### src/rtl/trig_delay_pkg.sv
package trig_delay_pkg;

    localparam int CNT_W     = 16;
    localparam int NUM_START = 4;
    localparam int SEL_W     = $clog2(NUM_START);
    localparam int CH_W      = 5;
    localparam int DATA_W    = 16;
    localparam int ROUTE_W   = SEL_W + CH_W;
    localparam int FRC_BIT   = ROUTE_W;

    typedef enum logic [1:0] {
        GRP_IDLE  = 2'd0,
        GRP_COUNT = 2'd1,
        GRP_HOLD  = 2'd2
    } grp_state_e;

    typedef struct packed {
        logic [CH_W-1:0]  chan;
        logic [SEL_W-1:0] dsel;
    } route_t;

    typedef struct packed {
        logic            valid;
        logic [CH_W-1:0] chan;
    } trig_t;

    function automatic route_t route_from_word(logic [ROUTE_W-1:0] w);
        route_t r;
        r.dsel = w[SEL_W-1:0];
        r.chan = w[ROUTE_W-1:SEL_W];
        return r;
    endfunction

endpackage

### src/rtl/tdc_cfg_regs.sv
module tdc_cfg_regs
    import trig_delay_pkg::*;
#(
    parameter int NUM_SRC = 8,
    parameter int ADDR_W  = 4,
    parameter logic [NUM_SRC-1:0] FORCE_MASK = '0
) (
    input  logic                              clk,
    input  logic                              rst,
    input  logic                              wr_en_i,
    input  logic [ADDR_W-1:0]                 wr_addr_i,
    input  logic [DATA_W-1:0]                 wr_data_i,
    output logic [NUM_START-1:0][CNT_W-1:0]   start_o,
    output route_t [NUM_SRC-1:0]              route_o,
    output logic [NUM_SRC-1:0]                frc_o
);

    logic [NUM_START-1:0][CNT_W-1:0] start_q;
    route_t [NUM_SRC-1:0]            route_q;
    logic [NUM_SRC-1:0]              frc_q;

    always_ff @(posedge clk) begin
        if (rst) begin
            start_q <= '0;
        end else if (wr_en_i) begin
            for (int k = 0; k < NUM_START; k++) begin
                if (wr_addr_i == ADDR_W'(k)) begin
                    start_q[k] <= wr_data_i[CNT_W-1:0];
                end
            end
        end
    end

    always_ff @(posedge clk) begin
        if (rst) begin
            route_q <= '0;
        end else if (wr_en_i) begin
            for (int s = 0; s < NUM_SRC; s++) begin
                if (wr_addr_i == ADDR_W'(NUM_START + s)) begin
                    route_q[s] <= route_from_word(wr_data_i[ROUTE_W-1:0]);
                end
            end
        end
    end

    // Force bits exist only on force-capable sources; others are tied low.
    for (genvar s = 0; s < NUM_SRC; s++) begin : g_frc
        if (FORCE_MASK[s]) begin : g_cap
            always_ff @(posedge clk) begin
                if (rst) begin
                    frc_q[s] <= 1'b0;
                end else if (wr_en_i && wr_addr_i == ADDR_W'(NUM_START + s)) begin
                    frc_q[s] <= wr_data_i[FRC_BIT];
                end
            end
        end else begin : g_nocap
            assign frc_q[s] = 1'b0;
        end
    end

    assign start_o = start_q;
    assign route_o = route_q;
    assign frc_o   = frc_q;

endmodule

### src/rtl/tdc_group.sv
module tdc_group
    import trig_delay_pkg::*;
#(
    parameter int GW = 4
) (
    input  logic                            clk,
    input  logic                            rst,
    input  logic [GW-1:0]                   flag_i,
    input  route_t [GW-1:0]                 route_i,
    input  logic [NUM_START-1:0][CNT_W-1:0] start_i,
    input  logic                            grant_i,
    output logic [GW-1:0]                   ack_o,
    output logic                            req_o,
    output logic [CH_W-1:0]                 chan_o
);

    localparam int IDX_W = (GW > 1) ? $clog2(GW) : 1;

    grp_state_e       state_q;
    logic [CNT_W-1:0] cnt_q;
    logic [CH_W-1:0]  chan_q;
    logic [GW-1:0]    ack_q;
    logic [IDX_W-1:0] win_idx;
    logic             any_flag;

    // Lowest index wins: scan downwards so the last hit is the smallest.
    always_comb begin
        win_idx  = '0;
        any_flag = 1'b0;
        for (int i = GW - 1; i >= 0; i--) begin
            if (flag_i[i]) begin
                win_idx  = IDX_W'(i);
                any_flag = 1'b1;
            end
        end
    end

    always_ff @(posedge clk) begin
        if (rst) begin
            state_q <= GRP_IDLE;
            cnt_q   <= '0;
            chan_q  <= '0;
            ack_q   <= '0;
        end else begin
            ack_q <= '0;
            case (state_q)
                GRP_IDLE: begin
                    if (any_flag) begin
                        state_q        <= GRP_COUNT;
                        cnt_q          <= start_i[route_i[win_idx].dsel];
                        chan_q         <= route_i[win_idx].chan;
                        ack_q[win_idx] <= 1'b1;
                    end
                end
                GRP_COUNT: begin
                    if (cnt_q == '0) begin
                        state_q <= GRP_HOLD;
                    end else begin
                        cnt_q <= cnt_q - 1'b1;
                    end
                end
                GRP_HOLD: begin
                    if (grant_i) begin
                        state_q <= GRP_IDLE;
                    end
                end
                default: state_q <= GRP_IDLE;
            endcase
        end
    end

    assign ack_o  = ack_q;
    assign req_o  = (state_q == GRP_HOLD);
    assign chan_o = chan_q;

    assert_ack_onehot_R3: assert property (@(posedge clk) disable iff (rst)
        $onehot0(ack_q));

    assert_ack_pulse_R3: assert property (@(posedge clk) disable iff (rst)
        (|ack_q) |=> !(|ack_q));

    assert_lowest_wins_R4: assert property (@(posedge clk) disable iff (rst)
        (state_q == GRP_IDLE && flag_i[0]) |=> ack_q[0]);

    assert_count_step_R5: assert property (@(posedge clk) disable iff (rst)
        (state_q == GRP_COUNT && cnt_q != '0) |=> (cnt_q == $past(cnt_q) - 1'b1));

    assert_busy_no_ack_R11: assert property (@(posedge clk) disable iff (rst)
        (state_q != GRP_IDLE) |=> (state_q == GRP_IDLE || !(|ack_q) || $past(state_q) == GRP_IDLE));

endmodule

### src/rtl/tdc_trig_arb.sv
module tdc_trig_arb
    import trig_delay_pkg::*;
#(
    parameter int NG = 2
) (
    input  logic                     clk,
    input  logic                     rst,
    input  logic [NG-1:0]            req_i,
    input  logic [NG-1:0][CH_W-1:0]  chan_i,
    output logic [NG-1:0]            grant_o,
    output logic                     trig_o,
    output logic [CH_W-1:0]          chan_o
);

    logic [NG-1:0]   grant;
    logic            found;
    logic [CH_W-1:0] sel_chan;
    trig_t           out_q;

    always_comb begin
        grant    = '0;
        found    = 1'b0;
        sel_chan = '0;
        for (int g = 0; g < NG; g++) begin
            if (req_i[g] && !found) begin
                grant[g] = 1'b1;
                found    = 1'b1;
                sel_chan = chan_i[g];
            end
        end
    end

    always_ff @(posedge clk) begin
        if (rst) begin
            out_q <= '0;
        end else begin
            out_q.valid <= found;
            if (found) begin
                out_q.chan <= sel_chan;
            end
        end
    end

    assign grant_o = grant;
    assign trig_o  = out_q.valid;
    assign chan_o  = out_q.chan;

    assert_grant_onehot_R9: assert property (@(posedge clk) disable iff (rst)
        $onehot0(grant));

    assert_trig_from_req_R6: assert property (@(posedge clk) disable iff (rst)
        out_q.valid |-> $past(|req_i));

endmodule

### src/rtl/prio_trig_delay.sv
module prio_trig_delay
    import trig_delay_pkg::*;
#(
    parameter int NUM_GROUPS = 2,
    parameter int GROUP_SIZE = 4,
    parameter int ADDR_W     = $clog2(NUM_START + NUM_GROUPS * GROUP_SIZE),
    parameter logic [NUM_GROUPS*GROUP_SIZE-1:0] FORCE_MASK = 8'h80
) (
    input  logic                               clk,
    input  logic                               rst,
    input  logic [NUM_GROUPS*GROUP_SIZE-1:0]   flag_i,
    output logic [NUM_GROUPS*GROUP_SIZE-1:0]   ack_o,
    input  logic                               wr_en_i,
    input  logic [ADDR_W-1:0]                  wr_addr_i,
    input  logic [DATA_W-1:0]                  wr_data_i,
    output logic                               trig_o,
    output logic [CH_W-1:0]                    chan_o
);

    localparam int NUM_SRC = NUM_GROUPS * GROUP_SIZE;

    logic [NUM_START-1:0][CNT_W-1:0]  start_vals;
    route_t [NUM_SRC-1:0]             routes;
    logic [NUM_SRC-1:0]               frc_bits;
    logic [NUM_SRC-1:0]               grp_ack;
    logic [NUM_GROUPS-1:0]            grp_req;
    logic [NUM_GROUPS-1:0]            grp_grant;
    logic [NUM_GROUPS-1:0][CH_W-1:0]  grp_chan;

    tdc_cfg_regs #(
        .NUM_SRC    (NUM_SRC),
        .ADDR_W     (ADDR_W),
        .FORCE_MASK (FORCE_MASK)
    ) u_cfg (
        .clk       (clk),
        .rst       (rst),
        .wr_en_i   (wr_en_i),
        .wr_addr_i (wr_addr_i),
        .wr_data_i (wr_data_i),
        .start_o   (start_vals),
        .route_o   (routes),
        .frc_o     (frc_bits)
    );

    for (genvar g = 0; g < NUM_GROUPS; g++) begin : g_grp
        tdc_group #(
            .GW (GROUP_SIZE)
        ) u_grp (
            .clk     (clk),
            .rst     (rst),
            .flag_i  (flag_i[g*GROUP_SIZE +: GROUP_SIZE]),
            .route_i (routes[g*GROUP_SIZE +: GROUP_SIZE]),
            .start_i (start_vals),
            .grant_i (grp_grant[g]),
            .ack_o   (grp_ack[g*GROUP_SIZE +: GROUP_SIZE]),
            .req_o   (grp_req[g]),
            .chan_o  (grp_chan[g])
        );
    end

    tdc_trig_arb #(
        .NG (NUM_GROUPS)
    ) u_arb (
        .clk     (clk),
        .rst     (rst),
        .req_i   (grp_req),
        .chan_i  (grp_chan),
        .grant_o (grp_grant),
        .trig_o  (trig_o),
        .chan_o  (chan_o)
    );

    // Force bits are tied low on sources that are not force-capable.
    assign ack_o = grp_ack | frc_bits;

endmodule

### config.mk
export PLATFORM = sky130hd
export DESIGN_NAME = prio_trig_delay
export DESIGN_NICKNAME = d
export VERILOG_FILES = /design/src/rtl/trig_delay_pkg.sv /design/src/rtl/tdc_cfg_regs.sv /design/src/rtl/tdc_group.sv /design/src/rtl/tdc_trig_arb.sv /design/src/rtl/prio_trig_delay.sv
export SDC_FILE = /design/constraint.sdc
export NUM_CORES = 1
export LEC_CHECK = 0
export BUFFER_PORTS_ARGS = -buffer_cell sky130_fd_sc_hd__buf_2
export CAP_MARGIN = 20
export CORE_MARGIN = 2
export CORE_UTILIZATION = 55
export DETAILED_ROUTE_END_ITERATION = 8
export PLACE_DENSITY = 0.73
export SLEW_MARGIN = 0
export SYNTH_ARGS = -nofsm -noshare
export SYNTH_HDL_FRONTEND = slang
export SYNTH_SLANG_ARGS = --single-unit
### constraint.sdc
create_clock -name clk -period 3.6 [get_ports clk]
set_clock_uncertainty 0.1 [all_clocks]
set_input_delay 0 -clock clk [delete_from_list [all_inputs] [get_ports clk]]
set_output_delay 0 -clock clk [all_outputs]
set_load 0.01 [all_outputs]
==> flow_metrics.py <==
metrics = {
    "floorplan": {
        "num_rows": 45,
        "initial_utilization_pct": 56.05,
        "io_pins": 45,
        "dieArea_mm2": 0.01645,
        "core_mm2": 0.01515,
        "die_h_um": 128.2,
        "die_x_um": 128.2,
    },
    "route": {
        "wire_per_inst_um": 18.04,
        "wirelength_um": 22620,
        "drtIter0Drc": 804,
        "drcViolationCount": 0,
        "vias": 7571,
        "ant_nets": 0,
        "viasPerCell": 6.037,
        "dr.pass1.iters": 5,
    },
    "cts": {
        "cts_setup_buffers": 0,
        "cts_buffers": 17,
        "clk_pin_slew_ns": 0.07,
        "h-tree-depth": 4,
        "cts_tree": "built",
        "cts_root_buf": "clkbuf_16",
        "ctsResizeCount": 0,
        "clock-sinks": 181,
        "worst_skew_pair.late_latency_ns": 0.44,
        "cts_buffer_depth": 2,
    },
    "final_layout": {
        "drive_above_1_share_pct": 11.44,
        "diodes": 0,
        "utilization_pct": 64.15,
        "final_area_mm2": 0.009716,
        "final_cells": 1254,
        "final_common_cell": "nand2_1",
        "layout_common_cells": "182 x nand2_1, 181 x dfxtp_1, 117 x nor2_1",
        "syn_to_final_growth_pct": 14.44,
        "nNetsFinal": 1086,
    },
    "synth": {
        "syn_nets": 1048,
        "yosysTopAreaCell": "dfxtp_1",
        "synth-seq-cells": 181,
        "avgSynthCellArea_um2": 8.364,
        "ys.flop_type": "dfxtp_1",
        "synth_edf_count": 0,
        "ys_seq_area_share_pct": 42.68,
        "yosys_warnings": 0,
        "synth_top_area_share_pct": 42.68,
        "syn_inst": 1015,
        "ys_async_sr_fraction_pct": 0,
        "syn_area_mm2": 0.008489,
        "synth_area_leaders": "dfxtp_1 43%, mux2i_1 11%, nand2_1 8.0%",
        "synth.distinct_cells": 58,
    },
    "timing": {
        "fin_ws_ns": 0.7484,
        "final.min_clock_period_ns": 2.852,
        "finalMaxSlewViolations": 0,
        "setup_viol": 0,
        "finalCritPeriodShare_pct": 79.21,
        "rsz0062_at_grt": "no",
        "worstMarginPinSlew_ns": 1.069,
        "slew_headroom_pct": 28.70,
        "finalHoldViolations": 0,
        "fin_setup_tns_ns": 0,
        "fmax_mhz": 350.7,
    },
    "critical_path": {
        "critPathKind": "reg2reg",
        "crit-reg2reg-launch": "g_grp[0].u_grp.cnt_q[1]$_SDFFE_PP0P_",
        "reg2reg_to": "g_grp[0].u_grp.cnt_q[6]$_SDFFE_PP0P_",
        "end_kind": "flip-flop",
        "r2r_cells": 8,
        "rrSetupSlack_ns": 0.75,
        "arrival_ns": 3.06,
        "required_ns": 3.81,
        "crit_path_max_fanout": 8,
        "worst_setup_path_start_kind": "flip-flop",
    },
    "placed_design": {
        "preCtsSetupSlack_ns": 0.8674,
        "gp_congestion": 0.9140,
        "dp_hpwl_um": 14710,
        "io_buffers": 44,
        "dp_cells": 1193,
        "place_area_mm2": 0.008815,
    },
    "global_route": {
        "grt_pass1_vias": 6930,
        "gr-usage-all-layers_pct": 27.89,
        "grt_pass1_wl_um": 36230,
        "grt_overflow_total": 0,
        "grt_max_degree": 103,
        "antenna_found_initial": 0,
    },
    "power_and_ir_drop": {
        "p_clk_share_pct": 29.5,
        "vdd_ir_drop_max_mv": 0.4718,
        "power.switching_w": 0.002430,
        "p_seq_share_pct": 37.7,
        "powerDensity_mw_per_mm2": 673.4,
        "sw_frac_of_total_pct": 37.14,
        "p_int_w": 0.004113,
        "pwr-share-comb_pct": 32.8,
        "leakagePower_nw": 3.627,
    },
    "hold_path": {
        "hold_path_depth": 3,
        "hold_class": "in2reg",
        "hp-start": "flag_i[5]",
        "hold_end": "g_grp[1].u_grp.ack_o[2]$_SDFF_PP0_",
    },
    "outcome": {
        "status": "completed",
    },
    "job": {
        "drv_cap": 0,
    },
}
-- power groups by stage --
stage	logic (W)	clock network [W]	registers (W)
after CTS	0.00210	0.00194	0.00246
after global routing	0.00236	0.00202	0.00250
after global placement	0.00206	0	0.00250
after floorplan	0.00157	0	0.00245
final	0.00214	0.00193	0.00247
after detailed placement	0.00207	0	0.00250
-- cell usage after synthesis (all sizes together), types with 6 or more instances --
master / number
o22ai: 11
nand3b: 14
or4: 9
mux2i: 95
nor2: 117
a21oi: 109
nand2b: 9
o31ai: 6
o211ai: 15
clkbuf: 65
or3: 9
nor3: 22
a211oi: 9
nand2: 182
a22o: 8
o221ai: 8
inv: 12
a21o: 7
o41ai: 6
nor4: 6
dfxtp: 181
mux4: 11
o21ai: 33
-- final cells by class --
type	instances	area, µm²
flip-flops and latches	181	3623
fillers	1255	5430
repair buffers	89	633.1
multi-input cells	751	4564
well taps	188	235.2
clock buffers	17	425.4
clock inverters	15	185.2
inverters	13	48.80
-- sequential cells by signal (all words and copies together), names as in the netlist --
name and cells:
u_cfg.start_o 64, u_cfg.route_o 56, g_grp.u_grp.cnt_q 32, g_grp.u_grp.chan_o 10, g_grp.u_grp.ack_o 8, u_arb.chan_o 5, g_grp.u_grp.state_q 4, u_arb.trig_o 1
u_cfg.frc_o 1
-- repair_timing --
action                                 4_1_cts  5_1_grt
endpoints found under the hold margin      141        0
hold buffers                                29        0
setup endpoints to repair                    0        0
-- worst max path at each step --
stage / start / to / slack [ns] / cells after the start
after global placement: g_grp[0].u_grp.cnt_q[0]$_SDFFE_PP0P_ / g_grp[0].u_grp.cnt_q[15]$_SDFFE_PP0P_ / 0.91 / 6
after floorplan: g_grp[0].u_grp.cnt_q[0]$_SDFFE_PP0P_ / g_grp[0].u_grp.cnt_q[15]$_SDFFE_PP0P_ / 0.97 / 6
after detailed placement: g_grp[0].u_grp.cnt_q[1]$_SDFFE_PP0P_ / g_grp[0].u_grp.cnt_q[6]$_SDFFE_PP0P_ / 0.87 / 8
after CTS: g_grp[0].u_grp.cnt_q[1]$_SDFFE_PP0P_ / g_grp[0].u_grp.cnt_q[6]$_SDFFE_PP0P_ / 0.83 / 8
final: g_grp[0].u_grp.cnt_q[1]$_SDFFE_PP0P_ / g_grp[0].u_grp.cnt_q[6]$_SDFFE_PP0P_ / 0.75 / 8
after global routing: g_grp[0].u_grp.cnt_q[1]$_SDFFE_PP0P_ / g_grp[0].u_grp.cnt_q[6]$_SDFFE_PP0P_ / 0.57 / 8
-- worst max-delay path, stage by stage, from the launching register on --
cell and delay (ns):
dfxtp_1 0.35, inv_1 0.08, ha_1 0.17, nor3b_1 0.47, nand2_1 0.30, o21ai_0 0.57, nand2_1 0.30, a41oi_1 0.29
o31ai_1 0.10
-- stage by stage --
| stage | power, W | hold WS, ns |
|---|---|---|
| final | 0.006543 | 0.04364 |
| after global routing | 0.006877 | 0.08427 |
| after CTS | 0.006504 | 0.03477 |
| after detailed placement | 0.004570 | 0.1490 |
| after global placement | 0.004557 | 0.1432 |
| after floorplan | 0.004016 | 0.03597 |
-- cell families (layout without fill, tap and decap cells) --
kind of cell | count (synthesis) | after routing | share of synthesized area (%)
simple gates | 395 | 395 | 20.63
compound gates | 245 | 245 | 18.14
flops | 181 | 181 | 42.68
mux | 106 | 106 | 14.12
buf+inv | 83 | 134 | 3.817
xor+xnor | 3 | 3 | 0.3096
fa+ha+maj | 2 | 2 | 0.2947
-- layer usage --
| metal | vias up | share of wire, % | global-route usage, % |
|---|---|---|---|
| met3 | 29 | 7.1 | 5.593 |
| met2 | 278 | 45 | 42.15 |
| met1 | 3595 | 47 | 40.12 |
| li1 | 3669 | - | - |
| met4 | 0 | 1.4 | 8.856 |
| met5 | - | 0 | 0 |
Power figures use the tool's default switching activity.
